$ cat config.mk
export PLATFORM = sky130hd
export DESIGN_NAME = erase_seq
export DESIGN_NICKNAME = d
export VERILOG_FILES = /design/src/rtl/erase_seq_pkg.sv /design/src/rtl/erase_seq_timer.sv /design/src/rtl/erase_seq_verify.sv /design/src/rtl/erase_seq.sv
export SDC_FILE = /design/constraint.sdc
export NUM_CORES = 1
export LEC_CHECK = 0
export BUFFER_PORTS_ARGS = -buffer_cell sky130_fd_sc_hd__buf_4
export CAP_MARGIN = 20
export CORE_ASPECT_RATIO = 0.8
export CORE_UTILIZATION = 38
export DETAILED_ROUTE_END_ITERATION = 16
export SYNTH_ARGS = -nofsm -noshare
export SYNTH_HDL_FRONTEND = slang
export SYNTH_HIERARCHICAL = 1
export SYNTH_SLANG_ARGS = --single-unit
$ cat constraint.sdc
create_clock -name clk -period 2.8 [get_ports clk]
set_input_delay 0.42 -clock clk [delete_from_list [all_inputs] [get_ports clk]]
set_output_delay 0.42 -clock clk [all_outputs]
set_load 0.01 [all_outputs]
$ cat src/rtl/erase_seq_pkg.sv
package erase_seq_pkg;

    typedef enum logic [3:0] {
        S_IDLE,
        S_PREPROG,
        S_SETUP,
        S_ERASE,
        S_EWAIT,
        S_VCMD,
        S_VWAIT,
        S_VREAD,
        S_RESTORE,
        S_FINISH
    } seq_state_t;

    localparam logic [7:0] CMD_READ    = 8'h00;
    localparam logic [7:0] CMD_ERASE   = 8'h20;
    localparam logic [7:0] CMD_EVERIFY = 8'hA0;

endpackage

$ cat src/rtl/erase_seq_timer.sv
// Wait counter shared by the erase and settling waits; counts while run is high.
module erase_seq_timer #(
    parameter int unsigned LONG_CYC  = 16,
    parameter int unsigned SHORT_CYC = 4
) (
    input  logic clk,
    input  logic rst_n,
    input  logic run,
    input  logic sel_long,
    output logic expired
);
    localparam int unsigned MAXC = (LONG_CYC > SHORT_CYC) ? LONG_CYC : SHORT_CYC;
    localparam int unsigned TW   = $clog2(MAXC + 1);

    logic [TW-1:0] cnt;

    always_ff @(posedge clk or negedge rst_n) begin
        if (!rst_n)   cnt <= '0;
        else if (run) cnt <= cnt + 1'b1;
        else          cnt <= '0;
    end

    assign expired = run && (cnt == (sel_long ? TW'(LONG_CYC - 1) : TW'(SHORT_CYC - 1)));

endmodule

$ cat src/rtl/erase_seq_verify.sv
// Per-device comparison of a read byte against the all-ones erased value.
module erase_seq_verify #(
    parameter int unsigned NDEV = 2,
    parameter int unsigned DW   = 8
) (
    input  logic [NDEV*DW-1:0] rdata,
    input  logic [NDEV-1:0]    active,
    output logic [NDEV-1:0]    fail
);
    for (genvar g = 0; g < NDEV; g++) begin : g_lane
        assign fail[g] = active[g] && (rdata[g*DW +: DW] != {DW{1'b1}});
    end
endmodule

$ cat src/rtl/erase_seq.sv
module erase_seq
    import erase_seq_pkg::*;
#(
    parameter int unsigned NDEV       = 2,
    parameter int unsigned AW         = 17,
    parameter int unsigned ERASE_CYC  = 1_000_000,
    parameter int unsigned VERIFY_CYC = 600,
    parameter int unsigned MAX_PULSES = 1000,
    localparam int unsigned CW        = $clog2(MAX_PULSES + 1)
) (
    input  logic              clk,
    input  logic              rst_n,
    input  logic              start,
    input  logic              pre_ack,
    input  logic [NDEV*8-1:0] bus_rdata,
    output logic              pre_req,
    output logic              bus_we,
    output logic              bus_rd,
    output logic [AW-1:0]     bus_addr,
    output logic [7:0]        bus_wdata,
    output logic [NDEV-1:0]   bus_ce,
    output logic              vpp_en,
    output logic              done,
    output logic              pass,
    output logic [CW-1:0]     pulse_count,
    output logic [NDEV-1:0]   dev_erased
);
    localparam logic [AW-1:0] LAST_ADDR = {AW{1'b1}};

    seq_state_t      state, state_nx;
    logic [AW-1:0]   addr, resume;
    logic [CW-1:0]   count;
    logic [NDEV-1:0] erased, sweep_fail;
    logic            pass_q;

    logic [NDEV-1:0] active, fail_now, fail_all, still, new_erased;
    logic            is_last, sweep_end, all_done, at_cap, tmr_exp;

    assign active     = ~erased & ~sweep_fail;
    assign fail_all   = sweep_fail | fail_now;
    assign still      = ~erased & ~fail_all;
    assign is_last    = (addr == LAST_ADDR);
    assign sweep_end  = is_last || (still == '0);
    assign new_erased = erased | (is_last ? still : '0);
    assign all_done   = &new_erased;
    assign at_cap     = (count == CW'(MAX_PULSES));

    erase_seq_verify #(.NDEV(NDEV), .DW(8)) u_verify (
        .rdata  (bus_rdata),
        .active (active),
        .fail   (fail_now)
    );

    erase_seq_timer #(.LONG_CYC(ERASE_CYC), .SHORT_CYC(VERIFY_CYC)) u_timer (
        .clk      (clk),
        .rst_n    (rst_n),
        .run      ((state == S_EWAIT) || (state == S_VWAIT)),
        .sel_long (state == S_EWAIT),
        .expired  (tmr_exp)
    );

    // State register
    always_ff @(posedge clk or negedge rst_n) begin
        if (!rst_n) state <= S_IDLE;
        else        state <= state_nx;
    end

    // Next-state logic
    always_comb begin
        state_nx = state;
        unique case (state)
            S_IDLE:    if (start)   state_nx = S_PREPROG;
            S_PREPROG: if (pre_ack) state_nx = S_SETUP;
            S_SETUP:   state_nx = S_ERASE;
            S_ERASE:   state_nx = S_EWAIT;
            S_EWAIT:   if (tmr_exp) state_nx = S_VCMD;
            S_VCMD:    state_nx = S_VWAIT;
            S_VWAIT:   if (tmr_exp) state_nx = S_VREAD;
            S_VREAD: begin
                if (!sweep_end)           state_nx = S_VCMD;
                else if (all_done || at_cap) state_nx = S_RESTORE;
                else                      state_nx = S_SETUP;
            end
            S_RESTORE: state_nx = S_FINISH;
            S_FINISH:  state_nx = S_IDLE;
            default:   state_nx = S_IDLE;
        endcase
    end

    // Address, pulse count and per-device mask
    always_ff @(posedge clk or negedge rst_n) begin
        if (!rst_n) begin
            addr <= '0; resume <= '0; count <= '0;
            erased <= '0; sweep_fail <= '0; pass_q <= 1'b0;
        end else begin
            unique case (state)
                S_PREPROG: if (pre_ack) begin
                    addr <= '0; resume <= '0; count <= CW'(1);
                    erased <= '0; pass_q <= 1'b0;
                end
                S_EWAIT: if (tmr_exp) begin
                    addr       <= resume;
                    sweep_fail <= '0;
                end
                S_VREAD: begin
                    sweep_fail <= fail_all;
                    if ((fail_now != '0) && (sweep_fail == '0)) resume <= addr;
                    if (!sweep_end) addr <= addr + 1'b1;
                    else begin
                        erased <= new_erased;
                        if (all_done)     pass_q <= 1'b1;
                        else if (!at_cap) count  <= count + 1'b1;
                    end
                end
                default: ;
            endcase
        end
    end

    // Outputs
    always_comb begin
        pre_req   = (state == S_PREPROG);
        bus_we    = 1'b0;
        bus_rd    = 1'b0;
        bus_wdata = CMD_READ;
        bus_ce    = '0;
        vpp_en    = 1'b0;
        done      = 1'b0;
        unique case (state)
            S_SETUP, S_ERASE: begin
                bus_we = 1'b1; bus_wdata = CMD_ERASE; bus_ce = ~erased; vpp_en = 1'b1;
            end
            S_EWAIT, S_VWAIT: vpp_en = 1'b1;
            S_VCMD: begin
                bus_we = 1'b1; bus_wdata = CMD_EVERIFY; bus_ce = active; vpp_en = 1'b1;
            end
            S_VREAD: begin
                bus_rd = 1'b1; bus_ce = active; vpp_en = 1'b1;
            end
            S_RESTORE: begin
                bus_we = 1'b1; bus_wdata = CMD_READ; bus_ce = '1; vpp_en = 1'b1;
            end
            S_FINISH: done = 1'b1;
            default: ;
        endcase
    end

    assign bus_addr    = addr;
    assign pass        = pass_q;
    assign pulse_count = count;
    assign dev_erased  = erased;

endmodule

# Yosys cells after proc, flatten, opt, wreduce, memory -nomap -nowiden
# Index checks and enable logic that the tools add are counted.
[totals]
regBits = 73
in_bits = 20
out_inout_bits = 45
word_cells = 104
[op_classes]
n_addsub = 3
n_eq_ne = 24
muxes = 36
bitwise_logic = 7
reduce_logical = 26
[op_table]
columns = ["op", "n"]
rows = [
  ["$mux 17", 4],
  ["$pmux 17 s3", 1],
  ["$mux 10", 4],
  ["$mux 20", 2],
  ["$pmux 4 s9", 1],
  ["$pmux 17 s2", 1],
  ["$mux 4", 6],
  ["$add 20x1->20 const B", 1],
  ["$eq 20x20->1", 1],
  ["$ne 2x2->1 const B", 10],
  ["$pmux 10 s2", 1],
  ["$add 17x1->17 const B", 1],
  ["$eq 17x17->1 const B", 1],
  ["$eq 4x3->1 const B", 4],
  ["$ne 8x8->1 const B", 2],
  ["$pmux 8 s2", 1],
  ["$reduce_and 4->1", 3],
  ["$add 10x1->10 const B", 1],
  ["$eq 10x10->1 const B", 1],
  ["$eq 4x2->1 const B", 2],
  ["$eq 4x4->1 const B", 2],
  ["$mux 2", 4],
  ["$pmux 2 s2", 2],
  ["$mux 1", 7],
  ["18 further kinds", 33],
]

# Depth between registers and ports, before layout
# Gate-level depths: netlist of run 1.
[logic_depth]
word_depth = 13
mapped_depth = 13
mapped_depth_nobuf = 10

# Cells and area by module
# Netlist of run 1, hierarchy kept.
[modules_own_cells]
columns = ["module", "n_inst", "cells_per_inst", "area_per_inst_um2", "seq_area_each_um2"]
rows = [
  ["erase_seq", 1, 363, 3071.7, 1326.3],
  ["erase_seq_timer", 1, 111, 1041.0, 500.5],
  ["erase_seq_verify", 1, 6, 40.0, 0.0],
]

# Worst setup path after synthesis of run 1
# OpenSTA, ideal clock, no wires.
[synth_path]
path_type = "flip-flop to flip-flop"
start = "register state[3]"
end = "register addr[15], in the netlist bus_addr[15]"
setup_time_ps = 127
arrival_time_ps = 2772
required_ps = 2673
path_slack_ps = -99
stages_incl_launch_ff = 13
path_buffers = 3
period_less_slack_ps = 2899
path_cell_list = "dfrtp_1 -> buf_2 -> nand2b_1 -> nor3_2 -> buf_2 -> nand4b_1 -> a2111oi_0 -> nor3b_1 -> o211ai_1 -> o21ai_2 -> buf_6 -> a21oi_1 -> o22ai_1"
[synth_between]
elab_chain_cells = 6
word_cells_on_any_way = 14
cone_classes = "eq/ne (8); mux (2); reduce/logical (4)"
[synth_lines]
columns = ["element", "line", "rtl"]
rows = [
  ["start: declaration", "erase_seq.sv:30", "seq_state_t state, state_nx;"],
  ["start signal: assignment", "erase_seq.sv:65", "else state <= state_nx;"],
  ["$eq 4x3->1", "erase_seq.sv:57, erase_seq.sv:58", ""],
  ["$mux 20", "erase_seq_timer.sv:23", "assign expired = run && (cnt == (sel_long ? TW'(LONG_CYC - 1) : TW'(SHORT_CYC - 1)));"],
  ["$eq 20x20->1", "erase_seq_timer.sv:23", ""],
  ["$logic_and 1x1->1 *", "erase_seq_timer.sv:23", ""],
  ["named net tmr_exp", "erase_seq.sv:37", "logic is_last, sweep_end, all_done, at_cap, tmr_exp;"],
  ["$ne 2x2->1 (no source line) *", "--", ""],
  ["$reduce_and 4->1 (no source line) *", "--", ""],
  ["end signal: assignment", "erase_seq.sv:102", "addr <= resume;"],
  ["end signal: assignment", "erase_seq.sv:108", "if (!sweep_end) addr <= addr + 1'b1;"],
  ["end: declaration", "erase_seq.sv:31", "logic [AW-1:0] addr, resume;"],
]
# The timed path passes the listed nets; every way through them passes the cells marked *.
# A chain may end at the register's enable or synchronous reset.

# Worst setup path in the final report of run 1
[layout_path]
start = "register addr[13], in the netlist bus_addr[13]"
end = "register count[4], in the netlist pulse_count[4]"
[layout_between]
elab_chain_cells = 6
word_cells_on_any_way = 8
cone_classes = "eq/ne (3); mux (1); bitwise (1); reduce/logical (3)"
[layout_lines]
columns = ["element", "line", "rtl"]
rows = [
  ["$eq 17x17->1 *", "erase_seq.sv:42", "assign is_last = (addr == LAST_ADDR);"],
  ["$mux 2", "erase_seq.sv:44", "assign new_erased = erased | (is_last ? still : '0);"],
  ["$or 2x2->2", "erase_seq.sv:44", ""],
  ["$reduce_and 2->1", "erase_seq.sv:45", "assign all_done = &new_erased;"],
  ["$ne 2x2->1 (no source line)", "--", ""],
  ["$reduce_and 5->1 (no source line) *", "--", ""],
  ["end signal: assignment", "erase_seq.sv:112", "else if (!at_cap) count <= count + 1'b1;"],
  ["end: declaration", "erase_seq.sv:32", "logic [CW-1:0] count;"],
]
# Every way passes the cells marked *; elsewhere a longest branch is shown, timed or not.

==> metrics, run 1 <==
# IOs=65; maximum number of pins on one net before global-route repair=74; outcome=completed; number of nets with antenna violations after detailed routing=0; count of max-cap constraint violations=0; clock sink count=73; share of Yosys cell area claimed by the top area cell type=0.440; Starting DRT DRC Count=193; routed len/inst=15.2 um; share of layout cells above drive strength 1=0.233; die height=95.5 um; combinational cell fraction of total power=0.368; via count=3,845; root buffer selected by CTS=clkbuf_16; final hold violations=0; path class of the lowest-slack min-delay path=input pin to async pin; wire length of the first global-routing pass=17,700 um; biggest area consumer among synthesized cells=dfrtp_1; Leakage=2.22 nW; routed length on met1=4940 um; relative area change from synthesis to final layout=27.1%; FF+latch count, synth=73; synthesized netlist cell count=480; max-slew violation total from the final report=0; Worst Path Required=3.06 ns; top cells by area in the synthesized netlist=dfrtp_1, nand2_1, o21ai_1; Sw Pwr=1.50 mW; WL final=10,600 um; clock slew seen by the registers of the worst setup and hold paths=0.06 ns; number of enable-type register cells in the synthesized netlist=0; Die X=119 um; IO buf count=58; via count of the first global-routing pass=3,579; number of warnings issued by yosys=6; top_reg_cell synth=dfrtp_1; core box area=0.0104 mm2; starting density of the core=0.398; utilization of the core after routing=0.505; DRT Pass-1 Iters=6; shortest period the worst path allows=2.61 ns; count leader, synth=dfrtp_1; worst setup skew after layout=0.00649 ns; antenna violations before repair=0; critical path arrival=2.87 ns; standard-cell rows=33; Filler Cell Count=987; final RePlAce weighted congestion=0.790; half-perimeter wire length of the detailed placement result=7180 um; remaining design rule violation count=0; cell-internal power=2.63 mW; total CTS buffers=9; sequential cell fraction of total power=0.308; start-to-end type of the worst setup path=register to register; post-synthesis sequential area ratio=0.440; via count normalized by instance count=5.50; number of setup violations in the final report=0; grt total ovfl=0; routed wl met2=5150 um; met3 wire length=468 um; uppermost signal routing layer after detailed routing=met4; cells along the critical path=nand4_1 > nor4_4 > and3_1 > ha_1 > or4_4 > a21o_1 > o211ai_4 > or4_1 > a21oi_1; transition time at the pin with the least slew margin=0.937 ns; max_slew headroom=0.375; final-stage net count=579; Post-Synthesis Mean Instance Area=8.65 um2; cell area after synthesis=0.00415 mm2; slowest stage delay, CP=0.50 ns; power per cell area=783 mW/mm2; f_max=383 MHz; worst hold slack after final layout=0.234 ns; number of H-tree levels=3; diodes inserted=0; switching part of the total=0.363; clock insertion delay at the later pin of the skew report=0.33 ns; most numerous cell types in the synthesized netlist=dfrtp_1, nand2_1, nor2_1, o21ai_1, a21oi_1; Longest Clk Path Bufs=2; highest fanout seen on the critical path=14; crit path max-delay cell type=or4_1; crit path launch type=register; ratio of final minimum period to clock period=0.933; Crit. End Element=register; number of distinct library cells after synthesis=64; share of synthesized flip-flops with an asynchronous set or reset=1.00; Die Outline Area=0.0114 mm2; TritonCTS clock tree=yes; gr usage total=0.198; Clock Power Share=0.324; Max rail drop VDD=0.330 mV
-- power by group through the flow --
| stage | Sequential [mW] | Combinational (mW) | Clock (mW) |
|---|---|---|---|
| floorplan | 1.29 | 0.990 | 0 |
| detailed placement | 1.29 | 1.48 | 0 |
| global placement | 1.29 | 1.47 | 0 |
| global route | 1.29 | 1.68 | 1.41 |
| finish | 1.27 | 1.52 | 1.34 |
| CTS | 1.27 | 1.49 | 1.36 |
-- worst max-delay path: cells and delay by family, from the launching register on --
kind                     cells  cell delay (ns)
AND/OR/NAND/NOR              5             1.42
AO/OA/AOI/OAI                3             0.49
flip-flops                   1             0.41
adder cells (fa/ha/maj)      1             0.22
-- path summary, 6_finish.rpt --
check                              from        endpoint  slack [ns]  depth (start not counted)
hold reg to reg               resume[4]       resume[4]        0.49                          2
setup / recovery           bus_addr[13]  pulse_count[4]        0.19                          9
min in group clk              resume[4]       resume[4]        0.49                          2
setup reg to reg           bus_addr[13]  pulse_count[4]        0.19                          9
max in group asynchronous         rst_n    bus_addr[13]        1.92                          1
hold / removal                    rst_n  pulse_count[8]        0.23                          1
-- timing repair --
| action | 4_1_cts | 5_1_grt |
|---|---|---|
| cloned | 0 | 0 |
| resized for setup | 1 | 11 |
| buffers inserted | 0 | 2 |
| pin swaps | 0 | 2 |
| hold buffers | 0 | 0 |
| endpoints found under the setup margin | 1 | 27 |
-- cells by family after synthesis --
family,Yosys count,synth area share
xor+xnor,14,0.0295
fa+ha+maj,5,0.0151
buf+inv,46,0.0557
mux,2,0.00512
simple gates,206,0.262
compound gates,133,0.192
flops,73,0.440
other cells,1,0.000903
-- sequential cells by signal, summed over array words and instances, names as in the netlist --
signal	cells
resume	17
u_timer/cnt	20
state	4
sweep_fail	2
pass	1
bus_addr	17
dev_erased	2
pulse_count	10
-- through the flow --
| stage | std cells | power [mW] | setup slack, ns | instance area [um2] | setup TNS [ns] |
|---|---|---|---|---|---|
| after floorplan | 485 | 2.28 | 0.0138 | 4190 | 0 |
| after global placement | 681 | 2.75 | 0.0746 | 4850 | 0 |
| after detailed placement | 681 | 2.77 | 0.0182 | 4850 | 0 |
| after CTS | 697 | 4.13 | 0.00293 | 5200 | 0 |
| after global routing | 699 | 4.38 | -0.0171 | 5280 | -0.0224 |
| final | 699 | 4.13 | 0.187 | 5280 | 0 |
-- cell usage in the layout (no fill, tap or decap), drive strengths merged, types with 9 or more instances in the layout --
cell type and n:
a21oi 33, buf 90, clkbuf 11, dfrtp 73, inv 13, nand2 62, nand3 24, nand4 11
nor2 42, nor3 12, nor4 9, o21ai 54, o31ai 11, or4 10, xor2 10
-- per-layer routing --
metal  up-vias  GRT usage
met5         -          0
met4         0     0.0422
met3         8     0.0490
met2        77      0.325
met1      1875      0.266
li1       1885          -
-- final cells by class --
class | instances | area [um2] | area share
clock inverter | 5 | 103 | 0.0194
multi-input combinational | 366 | 2190 | 0.415
clock buffer | 11 | 243 | 0.0460
inverter | 14 | 52.6 | 0.00996
tap | 140 | 175 | 0.0332
sequential | 73 | 1830 | 0.346
timing repair buffer | 90 | 688 | 0.130
Power figures use the tool's default switching activity.
==> inputs of run 2 (changes only) <==
clock period = 2.9 ns   (was 2.8 ns; I/O delays follow)
==> metrics, run 2 (synthesis results as in run 1) <==
outcome=completed; total CTS buffers=9 (unchanged); Largest register FFs=20 (unchanged); Die X=119 um (unchanged); WL final=10,500 um (-1.5%); clock insertion delay at the later pin of the skew report=0.33 ns (about the same); core box area=0.0104 mm2 (unchanged); Longest Clk Path Bufs=2 (unchanged); crit path max-delay cell type=or4b_2; max_slew headroom=0.354 (-0.0216); cells along the critical path=ha_2 > nand3_1 > or4b_2 > a2111oi_2 > buf_4 > nor3b_1 > o211ai_1 > o21ai_2 > buf_12 > o21ai_0 > o21ai_1; area used by multi-input combinational logic=0.00215 mm2 (-1.9%); highest fanout seen on the critical path=34 (+20); number of H-tree levels=3 (unchanged); share of layout cells above drive strength 1=0.213 (-0.0192); post-route non-filler standard cell count=693 (-0.86%); Filler Cell Count=1,000 (+1.3%); count of max-cap constraint violations=0 (unchanged); # IOs=65 (unchanged); CP startpoint=u_timer/cnt[1]; Setup TNS=0 ns (unchanged); worst slack, placed=0.0266 ns (+0.00842 ns); Cells after DPL=676 (-0.73%); critical path arrival=3.00 ns (+0.13 ns); Starting DRT DRC Count=167 (-13%); Sw Pwr=1.43 mW (-4.6%); remaining design rule violation count=0 (unchanged); setup repair after global routing missed its margin=no; via count normalized by instance count=5.48 (-0.34%); Crit. End Element=register; clock slew seen by the registers of the worst setup and hold paths=0.06 ns (about the same); largest reg by FF count=u_timer/cnt; half-perimeter wire length of the detailed placement result=7000 um (-2.6%); final RePlAce weighted congestion=0.826 (+4.6%); final-stage net count=573 (-1.0%); f_max=358 MHz (-6.4%); max-slew violation total from the final report=0 (unchanged); Worst Path Required=3.11 ns (+0.05 ns); path class of the lowest-slack min-delay path=input pin to async pin; Reg area=0.00183 mm2 (about the same); via count=3,799 (-1.2%); number of setup violations in the final report=0 (unchanged); reg2reg setup slack=0.11 ns (-0.08 ns); Max rail drop VDD=0.364 mV (+10%); root buffer selected by CTS=clkbuf_16; routed len/inst=15.1 um (-0.60%); ratio of final minimum period to clock period=0.962 (+0.0290); commonest non-fill, non-tap cells in the layout=buf_4, dfrtp_1, nand2_1; sequential cell fraction of total power=0.331 (+0.023); maximum number of pins on one net before global-route repair=74 (unchanged); starting density of the core=0.398 (unchanged); cell-internal power=2.28 mW (-13%); Leakage=2.14 nW (-3.5%); Die Outline Area=0.0114 mm2 (unchanged); antenna violations before repair=0 (unchanged); wire length of the first global-routing pass=17,500 um (-1.1%); slowest stage delay, CP=0.67 ns (+0.17 ns); combinational cell fraction of total power=0.389 (+0.021); IO buf count=58 (unchanged); final hold violations=0 (unchanged); shortest period the worst path allows=2.79 ns (+0.178 ns); worst path bufs/invs=2 (+2); clock sink count=73 (unchanged); most frequent standard cell in the layout excluding fill and tap cells=buf_4; start-to-end type of the worst setup path=register to register; worst setup skew after layout=0.00437 ns (-0.00212 ns); standard-cell rows=33 (unchanged); TritonCTS clock tree=yes; gr usage total=0.195 (-0.00278); die height=95.5 um (unchanged); CP top delay family=compound AO/OA/AOI/OAI gates; Critical R2R Launch=u_timer/cnt[1]; grt total ovfl=0 (unchanged); transition time at the pin with the least slew margin=0.969 ns (+0.0323 ns); via count of the first global-routing pass=3,490 (-2.5%); relative area change from synthesis to final layout=23.3%; DRT Pass-1 Iters=4 (-2); switching part of the total=0.386 (+0.0223); crit path launch type=register; diodes inserted=0 (unchanged); Clock Power Share=0.281 (-0.043); fin worst setup slack=0.109 ns (-0.0776 ns); number of nets with antenna violations after detailed routing=0 (unchanged); hold-fix buffers at CTS=0 (unchanged); power per cell area=725 mW/mm2 (-7.4%)
-- run 2: stage by stage --
stage | util | area (um2) | total power [mW] | hold slack [ns]
finish | 0.490 | 5120 | 3.71 | 0.221
global route | 0.490 | 5120 | 3.95 | 0.349
CTS | 0.486 | 5080 | 3.71 | 0.309
detailed placement | 0.460 | 4800 | 2.66 | 0.465
global placement | 0.460 | 4800 | 2.63 | 0.455
floorplan | - | 4170 | 2.19 | 0.139
-- run 2: final timing paths --
kind                                 to  cells after the start
max                        bus_addr[14]                     11
min                          resume[11]                      1
max reg2reg                bus_addr[14]                     11
min reg2reg                  resume[11]                      2
max in group asynchronous     resume[8]                      1
min in group clk             resume[11]                      2
-- run 2: worst register-to-register path: stages (launching register included) --
cell       delay (ns)
dfrtp_1          0.38
ha_2             0.22
nand3_1          0.10
or4b_2           0.67
a2111oi_2        0.30
buf_4            0.18
nor3b_1          0.05
o211ai_1         0.22
o21ai_2          0.11
buf_12           0.18
o21ai_0          0.18
o21ai_1          0.09
-- run 2: layout make-up --
| class | count | area share |
|---|---|---|
| clock buffer | 13 | 0.0508 |
| clock inverter | 3 | 0.00293 |
| inverter | 14 | 0.0103 |
| multi-input combinational | 366 | 0.419 |
| sequential | 73 | 0.357 |
| tap | 140 | 0.0342 |
| timing repair buffer | 84 | 0.126 |
-- run 2: power by group through the flow --
stage / clock, mW / combinational [mW] / sequential [mW]
after global placement: 0 / 1.39 / 1.24
final: 1.04 / 1.44 / 1.23
after detailed placement: 0 / 1.42 / 1.24
after floorplan: 0 / 0.947 / 1.24
after global routing: 1.10 / 1.61 / 1.24
after CTS: 1.06 / 1.42 / 1.23
-- run 2: layer usage --
metal,vias to the layer above,GRT usage,part of all wire
li1,1864,-,-
met1,1845,0.274,0.49
met2,80,0.299,0.45
met3,10,0.0455,0.046
met4,0,0.0601,0.010
met5,-,0,0
-- run 2: repair_timing --
action                     in CTS  in global routing
resized for setup               0                  8
setup endpoints to repair       0                 24
setup buffers                   0                  1
